--- src/rtl/resp_pkg.sv ---
package resp_pkg;

  typedef enum logic [1:0] {KIND_NONE, KIND_POLL0, KIND_POLL1, KIND_READ} kind_t;

  typedef enum logic [2:0] {S_IDLE, S_FETCH, S_DECIDE, S_CRC, S_WAIT, S_SEND} state_t;

  // strobes from control to datapath
  typedef struct packed {
    logic       latchTick;
    logic       fetch;
    logic [1:0] fetchIdx;
    logic       commit;
    logic       crcStep;
  } dpStrobe_t;

  function automatic logic [7:0] lenOf(input kind_t k);
    case (k)
      KIND_POLL0: return 8'h12;
      KIND_POLL1: return 8'h14;
      KIND_READ:  return 8'h1D;
      default:    return 8'h00;
    endcase
  endfunction

  function automatic logic [7:0] cmdOf(input kind_t k);
    case (k)
      KIND_POLL0, KIND_POLL1: return 8'h01;
      KIND_READ:              return 8'h07;
      default:                return 8'h00;
    endcase
  endfunction

  // constant payload bytes after the identifier
  function automatic logic [7:0] fixedOf(input kind_t k, input int ix);
    logic [7:0] b;
    b = 8'h00;
    if (k == KIND_POLL0 || k == KIND_POLL1) begin
      case (ix)
        13: b = 8'hF1;
        17: b = 8'h01;
        18: b = 8'h43;
        20: b = (k == KIND_POLL1) ? 8'h88 : 8'h00;
        21: b = (k == KIND_POLL1) ? 8'hB4 : 8'h00;
        default: b = 8'h00;
      endcase
    end else if (k == KIND_READ) begin
      case (ix)
        14, 17, 25: b = 8'h01;
        15: b = 8'h10;
        16: b = 8'h04;
        19: b = 8'h0D;
        30: b = 8'h23;
        default: b = 8'h00;
      endcase
    end
    return b;
  endfunction

  function automatic logic [15:0] crcByte(input logic [15:0] c, input logic [7:0] d);
    logic [15:0] r;
    logic fb;
    r = c;
    for (int i = 7; i >= 0; i--) begin
      fb = r[15] ^ d[i];
      r = {r[14:0], 1'b0};
      if (fb) r = r ^ 16'h1021;
    end
    return r;
  endfunction

endpackage

--- src/rtl/resp_datapath.sv ---
module resp_datapath
  import resp_pkg::*;
#(
  parameter int TICK_W      = 32,
  parameter int ADDR_W      = 8,
  parameter int REPLY_DELAY = 512
) (
  input  logic              clk,
  input  logic              rstN,
  input  dpStrobe_t         st,
  input  logic [TICK_W-1:0] tickNow,
  input  logic [63:0]       cardId,
  output logic [ADDR_W-1:0] rxRdAddr,
  input  logic [7:0]        rxRdData,
  input  logic [ADDR_W-1:0] txRdAddr,
  output logic [7:0]        txByte,
  output logic [7:0]        txLen,
  output logic [TICK_W-1:0] txStartTime,
  output kind_t             decKind,
  output logic              crcDone,
  output logic              due
);
  localparam int ID_OFS = 4;
  localparam int ID_END = ID_OFS + 8;

  logic [TICK_W-1:0] tickReg, startReg, diff;
  logic [7:0]        lenReg, cmdReg, reqReg;
  logic              fetchQ;
  logic [1:0]        idxQ;
  kind_t             kindReg;
  logic [63:0]       idReg;
  logic [15:0]       crcReg;
  logic [ADDR_W-1:0] crcIdx;

  function automatic logic [7:0] respByte(input kind_t k, input logic [ADDR_W-1:0] idx,
                                          input logic [63:0] id, input logic [15:0] crc);
    int ix;
    int l;
    logic [5:0] base;
    ix = int'(idx);
    l  = int'(lenOf(k));
    base = 6'((ID_END - 1 - ix) * 8);
    if (ix == 0)                       return 8'hB2;
    else if (ix == 1)                  return 8'h4D;
    else if (ix == 2)                  return lenOf(k);
    else if (ix == 3)                  return cmdOf(k);
    else if (ix >= ID_OFS && ix < ID_END) return id[base +: 8];
    else if (ix < l + 2)               return fixedOf(k, ix);
    else if (ix == l + 2)              return crc[15:8];
    else if (ix == l + 3)              return crc[7:0];
    else                               return 8'h00;
  endfunction

  always_comb begin
    rxRdAddr = '0;
    if (st.fetch) begin
      case (st.fetchIdx)
        2'd0:    rxRdAddr = ADDR_W'(2);
        2'd1:    rxRdAddr = ADDR_W'(3);
        default: rxRdAddr = ADDR_W'(6);
      endcase
    end
  end

  always_comb begin
    decKind = KIND_NONE;
    if (lenReg == 8'd6 && cmdReg == 8'h00 && reqReg == 8'h00)      decKind = KIND_POLL0;
    else if (lenReg == 8'd6 && cmdReg == 8'h00 && reqReg == 8'h01) decKind = KIND_POLL1;
    else if (lenReg > 8'd5 && cmdReg == 8'h06)                     decKind = KIND_READ;
  end

  always_ff @(posedge clk or negedge rstN) begin
    if (!rstN) begin
      tickReg  <= '0;
      startReg <= '0;
      lenReg   <= '0;
      cmdReg   <= '0;
      reqReg   <= '0;
      fetchQ   <= 1'b0;
      idxQ     <= '0;
      kindReg  <= KIND_NONE;
      idReg    <= '0;
      crcReg   <= '0;
      crcIdx   <= '0;
    end else begin
      fetchQ <= st.fetch;
      idxQ   <= st.fetchIdx;
      if (st.latchTick) tickReg <= tickNow;
      if (fetchQ) begin
        case (idxQ)
          2'd0:    lenReg <= rxRdData;
          2'd1:    cmdReg <= rxRdData;
          default: reqReg <= rxRdData;
        endcase
      end
      if (st.commit) begin
        kindReg  <= decKind;
        idReg    <= cardId;
        startReg <= tickReg + TICK_W'(REPLY_DELAY);
        crcReg   <= '0;
        crcIdx   <= ADDR_W'(2);
      end else if (st.crcStep) begin
        crcReg <= crcByte(crcReg, respByte(kindReg, crcIdx, idReg, crcReg));
        crcIdx <= crcIdx + 1'b1;
      end
    end
  end

  assign crcDone     = (crcIdx == ADDR_W'(lenOf(kindReg)) + ADDR_W'(2));
  assign diff        = tickNow - startReg;
  assign due         = !diff[TICK_W-1];
  assign txByte      = respByte(kindReg, txRdAddr, idReg, crcReg);
  assign txLen       = (kindReg == KIND_NONE) ? 8'h00 : lenOf(kindReg) + 8'd4;
  assign txStartTime = startReg;

endmodule

--- src/rtl/resp_control.sv ---
module resp_control
  import resp_pkg::*;
(
  input  logic      clk,
  input  logic      rstN,
  input  logic      frameDone,
  input  logic      crcOk,
  input  logic      txDone,
  input  kind_t     decKind,
  input  logic      crcDone,
  input  logic      due,
  output dpStrobe_t st,
  output logic      rxClear,
  output logic      txStart,
  output logic      busy
);
  state_t     state, nextState;
  logic [1:0] fetchCnt;

  always_comb begin
    st        = '0;
    rxClear   = 1'b0;
    txStart   = 1'b0;
    nextState = state;
    case (state)
      S_IDLE: begin
        if (frameDone) begin
          if (crcOk) begin
            st.latchTick = 1'b1;
            nextState    = S_FETCH;
          end else begin
            rxClear = 1'b1;
          end
        end
      end
      S_FETCH: begin
        st.fetch    = (fetchCnt != 2'd3);
        st.fetchIdx = fetchCnt;
        if (fetchCnt == 2'd3) nextState = S_DECIDE;
      end
      S_DECIDE: begin
        if (decKind == KIND_NONE) begin
          rxClear   = 1'b1;
          nextState = S_IDLE;
        end else begin
          st.commit = 1'b1;
          nextState = S_CRC;
        end
      end
      S_CRC: begin
        if (crcDone) nextState = S_WAIT;
        else         st.crcStep = 1'b1;
      end
      S_WAIT: begin
        if (due) begin
          txStart   = 1'b1;
          nextState = S_SEND;
        end
      end
      S_SEND: begin
        if (txDone) begin
          rxClear   = 1'b1;
          nextState = S_IDLE;
        end
      end
      default: nextState = S_IDLE;
    endcase
  end

  always_ff @(posedge clk or negedge rstN) begin
    if (!rstN) begin
      state    <= S_IDLE;
      fetchCnt <= '0;
    end else begin
      state    <= nextState;
      fetchCnt <= (state == S_FETCH) ? fetchCnt + 2'd1 : 2'd0;
    end
  end

  assign busy = (state != S_IDLE);

endmodule

--- src/rtl/polling_responder.sv ---
module polling_responder
  import resp_pkg::*;
#(
  parameter int TICK_W      = 32,
  parameter int ADDR_W      = 8,
  parameter int REPLY_DELAY = 512
) (
  input  logic              clk,
  input  logic              rstN,
  input  logic              frameDone,
  input  logic              crcOk,
  output logic [ADDR_W-1:0] rxRdAddr,
  input  logic [7:0]        rxRdData,
  output logic              rxClear,
  input  logic [TICK_W-1:0] tickNow,
  input  logic [63:0]       cardId,
  input  logic [ADDR_W-1:0] txRdAddr,
  output logic [7:0]        txByte,
  output logic [7:0]        txLen,
  output logic [TICK_W-1:0] txStartTime,
  output logic              txStart,
  input  logic              txDone
);
  dpStrobe_t st;
  kind_t     decKind;
  logic      crcDone, due, busy;

  resp_control i_ctrl (
    .clk(clk), .rstN(rstN), .frameDone(frameDone), .crcOk(crcOk), .txDone(txDone),
    .decKind(decKind), .crcDone(crcDone), .due(due), .st(st),
    .rxClear(rxClear), .txStart(txStart), .busy(busy)
  );

  resp_datapath #(.TICK_W(TICK_W), .ADDR_W(ADDR_W), .REPLY_DELAY(REPLY_DELAY)) i_dp (
    .clk(clk), .rstN(rstN), .st(st), .tickNow(tickNow), .cardId(cardId),
    .rxRdAddr(rxRdAddr), .rxRdData(rxRdData), .txRdAddr(txRdAddr), .txByte(txByte),
    .txLen(txLen), .txStartTime(txStartTime), .decKind(decKind),
    .crcDone(crcDone), .due(due)
  );

endmodule

--- config.mk ---
export PLATFORM = sky130hd
export DESIGN_NAME = polling_responder
export DESIGN_NICKNAME = d
export VERILOG_FILES = /design/src/rtl/resp_pkg.sv /design/src/rtl/resp_datapath.sv /design/src/rtl/resp_control.sv /design/src/rtl/polling_responder.sv
export SDC_FILE = /design/constraint.sdc
export NUM_CORES = 1
export LEC_CHECK = 0
export BUFFER_PORTS_ARGS = -buffer_cell sky130_fd_sc_hd__buf_2
export CAP_MARGIN = 20
export CORE_UTILIZATION = 45
export DETAILED_ROUTE_END_ITERATION = 7
export GPL_TIMING_DRIVEN = 0
export PLACE_DENSITY = 0.66
export SLEW_MARGIN = 25
export SYNTH_ARGS = -nofsm -noshare
export SYNTH_HDL_FRONTEND = slang
export SYNTH_SLANG_ARGS = --single-unit
--- constraint.sdc ---
create_clock -name clk -period 3.8 [get_ports clk]
set_input_delay 0.38 -clock clk [delete_from_list [all_inputs] [get_ports clk]]
set_output_delay 0.38 -clock clk [all_outputs]
set_load 0.05 [all_outputs]
==> results of run 1 <==
==> metal layers <==
metal | share of wire, % | GRT usage, %
met1 | 45 | 37.0
met4 | 1.6 | 6.69
met2 | 47 | 42.1
met5 | 0 | 0
met3 | 6.2 | 4.57
==> state kept, by name (all words and copies together) (netlist names), 3 cells and up <==
name              count
i_dp.tickReg         32
i_dp.crcIdx           8
i_dp.reqReg           8
i_dp.cmdReg           8
i_dp.idReg           64
i_dp.txStartTime     32
i_dp.lenReg           8
i_dp.crcReg          16
i_ctrl.state          3
==> worst paths after layout <==
check	start	endpoint	slack [ns]	cells past startpoint
worst max-delay path	i_dp.kindReg[0]	txByte[0]	-0.01	11
worst min-delay path	cardId[20]	i_dp.idReg[20]	0.13	3
worst max register to register	i_dp.crcIdx[1]	i_dp.crcReg[12]	0.24	13
worst min register to register	i_ctrl.fetchCnt[0]	i_ctrl.fetchCnt[0]	0.48	1
max in group asynchronous	rstN	i_dp.idReg[29]	2.32	4
min in group asynchronous	rstN	i_dp.reqReg[5]	0.37	2
==> cell families (layout without fill, tap and decap cells) <==
| group | Yosys count | after routing | synth area share, % |
|---|---|---|---|
| flops | 186 | 186 | 41.0 |
| mux | 95 | 95 | 12.5 |
| simple gates | 481 | 481 | 18.6 |
| xor+xnor | 60 | 60 | 4.88 |
| fa+ha+maj | 48 | 48 | 5.29 |
| other cells | 1 | 7 | 0.0330 |
| buf+inv | 122 | 337 | 4.49 |
| compound gates | 228 | 228 | 13.2 |
==> cells in the final DEF, fill, tap and decap left out, types with 5 or more instances in the layout <==
cell,instances
sky130_fd_sc_hd__dfrtp_1,184
sky130_fd_sc_hd__a21oi_1,54
sky130_fd_sc_hd__mux2_2,55
sky130_fd_sc_hd__mux4_2,32
sky130_fd_sc_hd__conb_1,7
sky130_fd_sc_hd__inv_1,42
sky130_fd_sc_hd__xor2_1,18
sky130_fd_sc_hd__nand2b_1,5
sky130_fd_sc_hd__xnor2_1,33
sky130_fd_sc_hd__buf_4,22
sky130_fd_sc_hd__buf_2,163
sky130_fd_sc_hd__mux2i_1,6
sky130_fd_sc_hd__nor2_1,62
sky130_fd_sc_hd__a22o_1,5
sky130_fd_sc_hd__ha_4,5
sky130_fd_sc_hd__nor3b_1,5
sky130_fd_sc_hd__clkbuf_16,17
sky130_fd_sc_hd__nand3_1,25
sky130_fd_sc_hd__inv_8,6
sky130_fd_sc_hd__nand4_1,13
sky130_fd_sc_hd__clkbuf_1,45
sky130_fd_sc_hd__buf_6,14
sky130_fd_sc_hd__nor3_1,14
sky130_fd_sc_hd__o22ai_1,7
sky130_fd_sc_hd__a22oi_1,8
sky130_fd_sc_hd__nor4_1,6
sky130_fd_sc_hd__a31oi_1,6
sky130_fd_sc_hd__o21ai_1,12
sky130_fd_sc_hd__a221o_1,6
sky130_fd_sc_hd__and2_1,8
sky130_fd_sc_hd__and3_1,11
sky130_fd_sc_hd__or3_1,6
sky130_fd_sc_hd__a21oi_2,5
sky130_fd_sc_hd__a21o_1,17
sky130_fd_sc_hd__o21ai_0,55
sky130_fd_sc_hd__ha_1,42
sky130_fd_sc_hd__nand2_1,297
==> power breakdown <==
group	leakage (nW)	switching, W	internal, W	total [W]
registers	2.10	0.000469	0.00250	0.00297
logic	3.61	0.00188	0.00161	0.00349
clock network	0.291	0.000926	0.000892	0.00182
total	6.00	0.00327	0.00500	0.00827
==> critical path, stage by stage (launching register included) <==
cell	delay (ns)
sky130_fd_sc_hd__dfrtp_2	0.47
sky130_fd_sc_hd__ha_1	0.24
sky130_fd_sc_hd__buf_6	0.16
sky130_fd_sc_hd__xor2_4	0.21
sky130_fd_sc_hd__or3_4	0.39
sky130_fd_sc_hd__a2111oi_4	0.47
sky130_fd_sc_hd__a22o_1	0.28
sky130_fd_sc_hd__mux2i_4	0.09
sky130_fd_sc_hd__nand2_1	0.11
sky130_fd_sc_hd__o31ai_2	0.09
sky130_fd_sc_hd__a221oi_4	0.29
sky130_fd_sc_hd__buf_6	0.20
==> final cells by class <==
class | count | area (um2) | share of cell area [%]
sequential | 186 | 4660 | 33.8
clock buffer | 17 | 425 | 3.09
tap | 324 | 405 | 2.94
multi-input combinational | 919 | 6490 | 47.1
inverter | 46 | 175 | 1.27
buffer | 76 | 378 | 2.74
clock inverter | 15 | 171 | 1.24
timing repair buffer | 183 | 1080 | 7.82
==> metrics by stage <==
stage | utilization [%] | total power (W) | hold WS, ns | setup TNS [ns]
detailed placement | 51.9 | 0.00630 | 0.234 | -12.68
finish | 56.2 | 0.00827 | 0.129 | -0.0117
global route | 56.2 | 0.00876 | 0.124 | -0.299
global placement | 51.5 | 0.00622 | 0.445 | -151.37
floorplan | - | 0.00544 | 0.0844 | 0
CTS | 55.2 | 0.00820 | 0.113 | -0.0243
==> what timing repair did <==
item / in CTS / in global routing
endpoints found under the setup margin: 32 / 25
pin swaps: 5 / 15
buffers inserted: 4 / 11
gates resized for setup: 41 / 43
hold buffers: 1 / 0
cloned: 0 / 0
hold endpoints to repair: 23 / 0
==> results.md, run 1 <==
- The average cell area after synthesis is 9.29 um2.
- The fraction of synthesis flops using an asynchronous set or reset pin is 100%.
- Setup violations remaining at the end of the flow were counted as 1.
- Counting the buffers created by CTS gives 17.
- The final hold violation count came to 0.
- OpenSTA, run right after detailed placement, puts the worst setup slack at -0.637 ns.
- The vertical die dimension is 161 um.
- The first global-routing pass estimated 52,700 um of wire.
- The largest driver fanout on the critical path is 6.
- The routed wirelength normalized by instance count is 18.8 um.
- The number of filler cells placed in the layout is 2,270.
- The floorplan die area is 25,900 um2.
- The number of nets with antenna violations after routing is 0.
- At the pin with the least slew margin, the transition time is 1.05 ns.
- Detailed routing inserted a total of 9,822 vias.
- The count of state elements after synthesis is 186.
- Setup repair after global routing could not meet its margin everywhere.
- Data on the critical path is required at its endpoint by 3.42 ns.
- Yosys printed 0 warnings.
- The region available for standard cell placement spans 24,500 um2.
- The final critical path time including I/O delays and setup is 3.81 ns.
- The checks that failed: negative setup slack.
- The number of iterations in the first detailed-routing pass is 5.
- The finished cells cover 13,800 um2.
- For this run, the leading register cell type out of synthesis is sky130_fd_sc_hd__dfrtp_1.
- Global routing used 26.3% of the available tracks.
- The min-delay analysis places its worst path in the category in -> reg.
- In the final layout, the share of cells above drive strength 1 is 26.4%.
- The number of ports placed on the die boundary is 175.
- After synthesis, the most frequently instantiated cells are sky130_fd_sc_hd__nand2_1, sky130_fd_sc_hd__dfrtp_1, sky130_fd_sc_hd__nor2_1.
- The global-route congestion overflow total is 0.
- The via count of the first global-routing pass is 9,650.
- The detailed placement HPWL is 24,800 um.
- Yosys mapped the design onto 76 distinct sky130hd cell types.
- The worst pin sits at a relative slew slack of 29.3%.
- Max-cap violations in this run came to 0.
- The tree is rooted in a sky130_fd_sc_hd__clkbuf_16.
- The die boundary width is 161 um.
- In the post-synthesis netlist, the cell with the most instances is sky130_fd_sc_hd__nand2_1.
- The summed instance area of the synthesized netlist is 11,300 um2.
- For this run, design rule violations remaining after detail routing come to 0.
- The final RePlAce weighted congestion is 0.938.
- The via-per-instance ratio is 5.56.
- The final number of max-transition violations is 0.
- The final worst slack is -0.0117 ns.
- Clock-pin slew was measured on the worst setup and hold paths at 0.08 ns.
- The number of levels in the clock H-tree is 4.
- The routed design has 33,300 um of wire.
- Counting every instance in the synthesized netlist gives 1,221.
- After synthesis, the cell types taking the most area are sky130_fd_sc_hd__dfrtp_1, sky130_fd_sc_hd__nand2_1, sky130_fd_sc_hd__mux4_2.
- The critical path data arrival time is 3.43 ns.
- The setup path with the least slack is of type reg -> out.
- STA classifies the critical path endpoint as a primary output.
- The initial antenna violation count was 1.
- The share of the cycle needed by the critical path after routing is 100%.
- In this run the core area contains 57 standard-cell rows.
- For the final database, setup skew stands at 0.0190 ns.
- The synthesis-to-finish area growth is 21.5%.
- Entering global routing, the biggest net connects 92 pins.
- In this run the tool buffered the top-level ports with 165 buffer cells.
- The leakage dissipation is 6.00 nW.
- Power spread over the standard cell area amounts to 600 nW/um2.
- TritonCTS built the clock tree.
- Once placement completed, the tool counted placed cells totaling 1,718.
- The number of buffers on the longest clock path is 2.
- Clock latency on the worst-skew pair, taken at its later pin, is 0.44 ns.
- The flow ran to the end, but the final reports show violations.
- The count of flip-flops with a built-in enable after synthesis is 0.
- The final net count is 1,594.
- The first routing iteration left 706 violations.
- After detailed placement, the total cell area comes to 12,700 um2.
- The clock net sink count is 186.
- The worst voltage drop across the vdd grid is 0.337 mV.
- Once the floorplan was initialized, standard cells occupied 46.3% of the core.
- Leaving out filler cells and counting taps, the final layout contains 1,766.
- The worst setup path is launched from a register.
- The repair_antennas step left the layout with diodes totalling 0.
- The synthesized design spends more area on one cell type than any other, namely sky130_fd_sc_hd__dfrtp_1.
- Static timing analysis puts the maximum clock frequency at 262 MHz.
- Of the synthesized area, sequential elements account for 41.0%.
- The share of the synthesized area in the top cell type is 41.0%.
No activity file was read; power rests on OpenSTA's default activity.
==> run 2: changes to the inputs <==
--- a/config.mk
+++ b/config.mk
@@ -10,6 +10,7 @@
 export CORE_UTILIZATION = 45
 export DETAILED_ROUTE_END_ITERATION = 7
 export GPL_TIMING_DRIVEN = 0
+export MAX_ROUTING_LAYER = met4
 export PLACE_DENSITY = 0.66
 export SLEW_MARGIN = 25
 export SYNTH_ARGS = -nofsm -noshare
==> run 2 against run 1 <==
Effect of this change: the run now ends clean; final cell count hardly changed; register-to-register slack worse by 0.04 ns; first-iteration DRC count is 8.9% higher; critical endpoint unchanged; highest routed layer unchanged.
==> results.md, run 2 (same netlist as run 1, synthesis figures left out) <==
- The flow ran to the end, and the final reports show no timing, DRC or antenna violations.
- After clock tree synthesis, the clock-pin slew on the worst setup and hold paths is 0.08 ns.
- In the finished design, the share of the clock period the worst path needs comes to 99.2%.
- The critical path data arrival time is 3.39 ns.
- The core region is 24,500 um2.
- Setup repair after global routing could not meet its margin everywhere.
- The post-route total power is 0.00828 W.
- The floorplan has 57 rows.
- The required time of the critical path is 3.42 ns.
- The routed design has 32,800 um of wire.
- The clock root buffer master is sky130_fd_sc_hd__clkbuf_16.
- The area after detailed placement is 12,700 um2.
- The number of cells after detailed placement is 1,718.
- The number of max-cap violations is 0.
- The top achievable clock speed is 265 MHz.
- The final net count is 1,592.
- After the first detailed-routing iteration, the DRC count stood at 769.
- Input and output buffers added on the ports amount to 165.
- The library cells used most frequently in the layout, excluding fill and tap cells, are sky130_fd_sc_hd__nand2_1, sky130_fd_sc_hd__dfrtp_1, sky130_fd_sc_hd__buf_2.
- Entering global routing, the biggest net connects 92 pins.
- The congestion estimate from routability-driven global placement came to 0.968.
- By instance count, the cell type seen most on the critical path is sky130_fd_sc_hd__buf_6.
- The routed wirelength normalized by instance count is 18.6 um.
- From synthesis to final layout, the design area changed by 21.0%.
- Across the VDD grid, the largest voltage drop is 0.311 mV.
- The final cell count without fillers is 1,765.
- The worst hold path belongs to the class in -> reg.
- Once the floorplan was initialized, standard cells occupied 46.3% of the core.
- The vertical die dimension is 161 um.
- The first TritonRoute pass finished after 8 iterations.
- Registers take 4660 um2.
- The worst path buffer plus inverter count is 3.
- The cell family with the largest share of critical-path delay is compound AO/OA/AOI/OAI gates.
- The number of nets with antenna violations after routing is 0.
- In this run the number of H-tree levels came out at 4.
- The detailed placement HPWL is 24,600 um.
- Across every metal layer, demand over resource in global routing totals 26.7%.
- Counting the fill cells in the layout gives 2,281.
- The number of buffers on the longest clock path is 2.
- The leakage dissipation is 5.98 nW.
- The number of vias in the routed layout is 9,875.
- The residual DRC count is 0.
- The final setup TNS is 0 ns.
- The initial antenna violation count is 1.
- The final number of max-transition violations came to 0.
- The number of clock buffers inserted by TritonCTS is 17.
- The area occupied by multi-input gates is 6450 um2.
- The floorplan step defined a die boundary enclosing 25,900 um2.
- The first global-routing pass estimated 52,300 um of wire.
- The critical path's largest stage delay is 0.45 ns.
- Headroom to the max-slew limit came out at 31.3%.
- The register with the most flip-flops is i_dp.idReg.
- The final critical path time including I/O delays and setup is 3.77 ns.
- After routing the design area is 13,700 um2.
- The final hold violation count is 0.
- The critical path is of the reg -> out type.
- Walking the worst path, the cells encountered are buf_6 -> ha_4 -> buf_4 -> xnor2_4 -> or3_4 -> a2111oi_4 -> a22o_1 -> mux2i_4 -> nand2_1 -> o31ai_2 -> a221oi_4 -> buf_6.
- The via count of the first global-routing pass is 9,761.
- The cell type of the slowest stage on the worst timing path is sky130_fd_sc_hd__dfrtp_2.
- In the routed layout, each cell is associated on average with a via count of 5.59.
- Of all nets on the critical path, the largest fanout is 4.
- For the worst-skew pair, the clock arrives at the later sink with an insertion delay of 0.45 ns.
- Setup violations remaining at the end of the flow were counted as 0.
- The worst hold margin is 0.122 ns.
- The register with the most flip-flops in the layout has 64 of them.
- In this run the horizontal extent of the chip is 161 um.
- For this run the aggregate overflow at the end of global routing stands at 0.
- The TritonCTS clock tree is built.
- The library cell used most frequently in the layout, excluding fill and tap cells, is sky130_fd_sc_hd__nand2_1.
- The clock drives 186 sinks.
- The critical path launch point type is a register.
- The post-route netlist has 25.8% of its cells at a drive strength greater than 1.
- For the pin with the worst max-slew slack, the measured transition is 1.02 ns.
- The post-route clock skew is 0.0196 ns.
- The areal power density over the cells is 603 nW/um2.
- STA classifies the critical path endpoint as a primary output.
- The number of ports placed on the die boundary is 175.
## run 2: layout make-up
type                    count  area share, %
diodes                      1         0.0182
plain buffers              76           2.73
clock buffers              17           3.10
clock inverters            15           1.43
inverters                  46           1.26
multi-input cells         919           47.0
flip-flops and latches    186           33.9
well taps                 324           2.95
repair buffers            181           7.61
## run 2: worst register-to-register path, cell delays in order (launching register included)
cell and delay (ns):
sky130_fd_sc_hd__dfrtp_1 0.43, sky130_fd_sc_hd__clkbuf_2 0.34, sky130_fd_sc_hd__buf_2 0.36, sky130_fd_sc_hd__inv_1 0.14, sky130_fd_sc_hd__ha_1 0.20, sky130_fd_sc_hd__clkbuf_1 0.25, sky130_fd_sc_hd__or3_1 0.42, sky130_fd_sc_hd__a21oi_1 0.22
sky130_fd_sc_hd__a31oi_1 0.15, sky130_fd_sc_hd__xnor2_2 0.27, sky130_fd_sc_hd__xor2_1 0.13, sky130_fd_sc_hd__xnor2_1 0.31, sky130_fd_sc_hd__xor2_1 0.17, sky130_fd_sc_hd__o21ai_1 0.07
## run 2: worst paths after layout
path | start | endpoint | slack [ns] | depth (start not counted)
hold reg to reg | i_ctrl.fetchCnt[0] | i_ctrl.fetchCnt[0] | 0.47 | 1
hold / removal | cardId[58] | i_dp.idReg[58] | 0.12 | 3
setup reg to reg | i_dp.crcIdx[1] | i_dp.crcReg[13] | 0.20 | 13
min in group asynchronous | rstN | i_dp.reqReg[5] | 0.34 | 2
max in group asynchronous | rstN | i_dp.idReg[26] | 2.35 | 4
setup / recovery | i_dp.kindReg[0] | txByte[0] | 0.03 | 12
## run 2: what timing repair did
action | 4_1_cts | 5_1_grt
setup endpoints to repair | 31 | 15
gates cloned | 0 | 0
endpoints found under the hold margin | 19 | 0
pin swaps | 8 | 6
gates resized for setup | 41 | 23
hold buffers | 1 | 0
setup buffers | 12 | 1
## run 2: per-layer routing
metal  up-vias  routed length (um)  GRT usage (%)
met4         0                 546           7.12
li1       4684                   -              -
met2       345               15400           41.2
met5         -                   0              -
met1      4801               14900           36.6
met3        45                1940           4.44
## run 2: power breakdown
part / switching [W] / internal [W] / total [W]
sequential: 0.000458 / 0.00250 / 0.00296
clock: 0.000931 / 0.000957 / 0.00189
combinational: 0.00184 / 0.00160 / 0.00343
## run 2: through the flow
stage	setup slack [ns]	utilization (%)
after floorplan	0.0389	-
after global placement	-0.774	51.5
after detailed placement	-0.701	51.9
after CTS	0.00713	55.6
after global routing	-0.0419	56.0
final	0.0309	56.0
==> run 3: changes to the inputs <==
--- a/config.mk
+++ b/config.mk
@@ -7,6 +7,7 @@
 export LEC_CHECK = 0
 export BUFFER_PORTS_ARGS = -buffer_cell sky130_fd_sc_hd__buf_2
 export CAP_MARGIN = 20
+export CORE_ASPECT_RATIO = 0.5
 export CORE_UTILIZATION = 45
 export DETAILED_ROUTE_END_ITERATION = 7
 export GPL_TIMING_DRIVEN = 0
==> run 3 against run 2 <==
Effect of this change: the flow now finishes with violations (negative setup slack); power rose by 4.6%; count of clock-buffer cells in the layout unchanged; setup slack got worse by 0.063 ns; final cell count up 1.6%; sequential share of layout area fell by 1.0 points; non-clock buffer count is 18 higher; sequential power is essentially flat; first-iteration DRC count up 26%; die area up 0.15%; core utilization increased by 2.2 points; critical endpoint unchanged; highest routed layer unchanged.
==> results.md, run 3 (same netlist as run 1, synthesis figures left out) <==
- The floorplan die area is 25,900 um2.
- Clock-pin slew was measured on the worst setup and hold paths at 0.07 ns.
- On the final layout, the worst clock skew is 0.0114 ns.
- Routability-driven placement finished with a final weighted congestion of 0.930.
- The first-pass GRT wire length is 54,400 um.
- The DRC marker count from the first detailed-route iteration is 972.
- Of the total power, registers draw 34.3%.
- The number of max-cap violations is 0.
- The number of ports placed on the die boundary is 175.
- Leaving out fill and tap cells, the most frequent cell in the layout is sky130_fd_sc_hd__nand2_1.
- Of the total power, combinational logic draws 41.3%.
- The H-tree was split into 4 levels.
- Compared with the post-synthesis result, the final layout area differs by 24.9%.
- The worst path in the final design needs a cycle of 3.83 ns, including I/O delays and setup.
- The worst hold margin is 0.119 ns.
- In the finished design, the share of the clock period the worst path needs comes to 101%.
- The flow ran to the end, but the final reports show violations.
- The internal power of the cells totals 0.00541 W.
- The fraction of layout cells with a size suffix above 1 is 28.5%.
- The setup path with the least slack is of type reg -> out.
- The critical path launch point type is a register.
- The top achievable clock speed is 261 MHz.
- The number of clock buffers inserted by TritonCTS is 17.
- The final route contains 10,122 vias.
- 0 antenna diodes ended up in the layout.
- Entering global routing, the biggest net connects 84 pins.
- During placement, the flow inserted port buffers numbering 165.
- The critical path data arrival time is 3.45 ns.
- TritonCTS built the clock tree.
- The largest driver fanout on the critical path is 6.
- After detailed routing, the number of remaining DRC violations is 0.
- The share of total power dissipated in the clock network is 24.4%.
- Across the VDD grid, the largest voltage drop is 0.390 mV.
- The worst-case headroom to the max-slew limit is 38.8%.
- The final reports fail on negative setup slack.
- In the layout the commonest cells are sky130_fd_sc_hd__nand2_1, sky130_fd_sc_hd__dfrtp_1, sky130_fd_sc_hd__buf_2.
- The total number of placement rows is 40.
- The final setup TNS is -0.0320 ns.
- The global routing stage identified its most utilized layer as met2.
- Dividing the detail-routed via count by the number of cells gives 5.65.
- The final cell utilization of the core is 58.1%.
- The detailed placement HPWL is 26,600 um.
- The initial antenna violation count is 0.
- The type of the tightest min-delay check is in -> reg.
- The register with the most flip-flops in the layout has 64 of them.
- The all-layer global routing usage is 28.6%.
- Measured along the x axis, the die boundary spans 227 um.
- The slew at the pin closest to its max-slew limit is 0.918 ns.
- The tree built by TritonCTS fans out to 186 sinks.
- The count of nets left with antenna violations once routing finished came out at 0.
- At the worst endpoint, the required time is 3.42 ns.
- The via count of the first global-routing pass is 9,716.
- The met2 layer usage reported by global route is 44.3%.
- The number of buffers on the longest clock path is 2.
- The core area is 24,400 um2.
- The global routing usage on met3 is 3.98%.
- The routed wirelength normalized by instance count is 19.6 um.
- For this run, the detailed router's first-pass iteration total came to 5.
- The insertion delay of the later-clocked pin in the worst-skew pair is 0.46 ns.
- The die is 114 um tall.
- The register with the most flip-flops is i_dp.idReg.
- The switching power share of the total is 37.4%.
- Wires add up to 35,100 um.
- The final number of max-transition violations was 0.
- The areal power density over the cells is 611 nW/um2.
- Across all setup checks in the final design, the least slack found is -0.0320 ns.
- The met1 global-route usage is 39.5%.
- The setup-violating endpoint count in the final report is 1.
- The leakage dissipation is 6.14 nW.
- Summed over all nets, the switching power comes to 0.00324 W.
- In the final design database the tool counted 1,610 nets.
- The effective utilization at floorplan is 46.6%.
- The final hold violation count is 0.
- The final cell count without fillers is 1,793.
- The clock root buffer master is sky130_fd_sc_hd__clkbuf_16.
- After detailed placement, the design holds a cell count of 1,731.
- The total overflow left after global routing is 0.
- Setup repair after global routing could not meet its margin everywhere.
- The critical path endpoint category is a primary output.
-- run 3: changes by cell type in the layout (fill, tap and decap cells not counted), moves of 3 or more --
cell | before | now
sky130_fd_sc_hd__buf_6 | 8 | 14
sky130_fd_sc_hd__bufinv_16 | 1 | 6
sky130_fd_sc_hd__buf_4 | 24 | 36
sky130_fd_sc_hd__clkbuf_1 | 45 | 41
sky130_fd_sc_hd__ha_4 | 5 | 9
sky130_fd_sc_hd__a21oi_1 | 55 | 51
sky130_fd_sc_hd__ha_1 | 42 | 39
sky130_fd_sc_hd__clkinvlp_4 | 1 | 4
sky130_fd_sc_hd__a21oi_2 | 4 | 8
-- run 3: per-layer routing --
layer,vias to the layer above,wire [um]
met4,0,643
met3,50,1910
met5,-,0
li1,4726,-
met2,318,16600
met1,5028,16000
-- run 3: timing repair --
action	4_1_cts	5_1_grt
pin swaps	7	21
endpoints found under the hold margin	32	0
gates resized for setup	53	51
gates cloned	0	1
hold buffers	1	0
setup buffers	12	18
endpoints found under the setup margin	32	22
-- run 3: critical path, stage by stage (launching register included) --
cell and delay (ns):
sky130_fd_sc_hd__dfrtp_2 0.50, sky130_fd_sc_hd__clkinvlp_4 0.24, sky130_fd_sc_hd__ha_4 0.27, sky130_fd_sc_hd__buf_4 0.15, sky130_fd_sc_hd__ha_1 0.28, sky130_fd_sc_hd__nand4_1 0.18, sky130_fd_sc_hd__nor4_1 0.32, sky130_fd_sc_hd__a22o_1 0.24
sky130_fd_sc_hd__mux2i_4 0.09, sky130_fd_sc_hd__nand2_2 0.10, sky130_fd_sc_hd__o31ai_4 0.09, sky130_fd_sc_hd__a221oi_4 0.32, sky130_fd_sc_hd__buf_6 0.20
-- run 3: worst paths after layout --
path / startpoint / to / slack [ns] / depth (start not counted)
worst max-delay path: i_dp.kindReg[0] / txByte[0] / -0.03 / 12
worst min-delay path: cardId[21] / i_dp.idReg[21] / 0.12 / 3
worst max register to register: i_dp.crcIdx[1] / i_dp.crcReg[12] / 0.17 / 13
worst min register to register: i_dp.tickReg[0] / i_dp.txStartTime[0] / 0.48 / 2
max in group asynchronous: rstN / i_dp.idReg[0] / 2.69 / 3
min in group asynchronous: rstN / i_dp.reqReg[7] / 0.38 / 2
-- run 3: power by group through the flow --
stage	clock, W	sequential (W)	combinational (W)
after floorplan	0	0.00293	0.00251
after global placement	0	0.00295	0.00327
after detailed placement	0	0.00298	0.00334
after CTS	0.00214	0.00295	0.00344
after global routing	0.00221	0.00304	0.00389
final	0.00211	0.00297	0.00357
-- run 3: layout make-up --
type / instances / area [um2]
Fill cell: 2168 / 10200
Multi-Input combinational cell: 919 / 6630
Sequential cell: 186 / 4660
Timing Repair Buffer: 200 / 1210
Clock buffer: 17 / 425
Tap cell: 336 / 420
Buffer: 75 / 378
Clock inverter: 14 / 267
Inverter: 46 / 179
-- run 3: metrics by stage --
step / total power (W) / setup slack (ns) / instance area (um2)
2_1_floorplan: 0.00544 / 0.0389 / 11400
3_3_place_gp: 0.00622 / -0.852 / 12700
3_5_place_dp: 0.00632 / -0.733 / 12700
4_1_cts: 0.00853 / 0.00643 / 13800
5_1_grt: 0.00914 / -0.126 / 14200
6_report: 0.00866 / -0.0320 / 14200
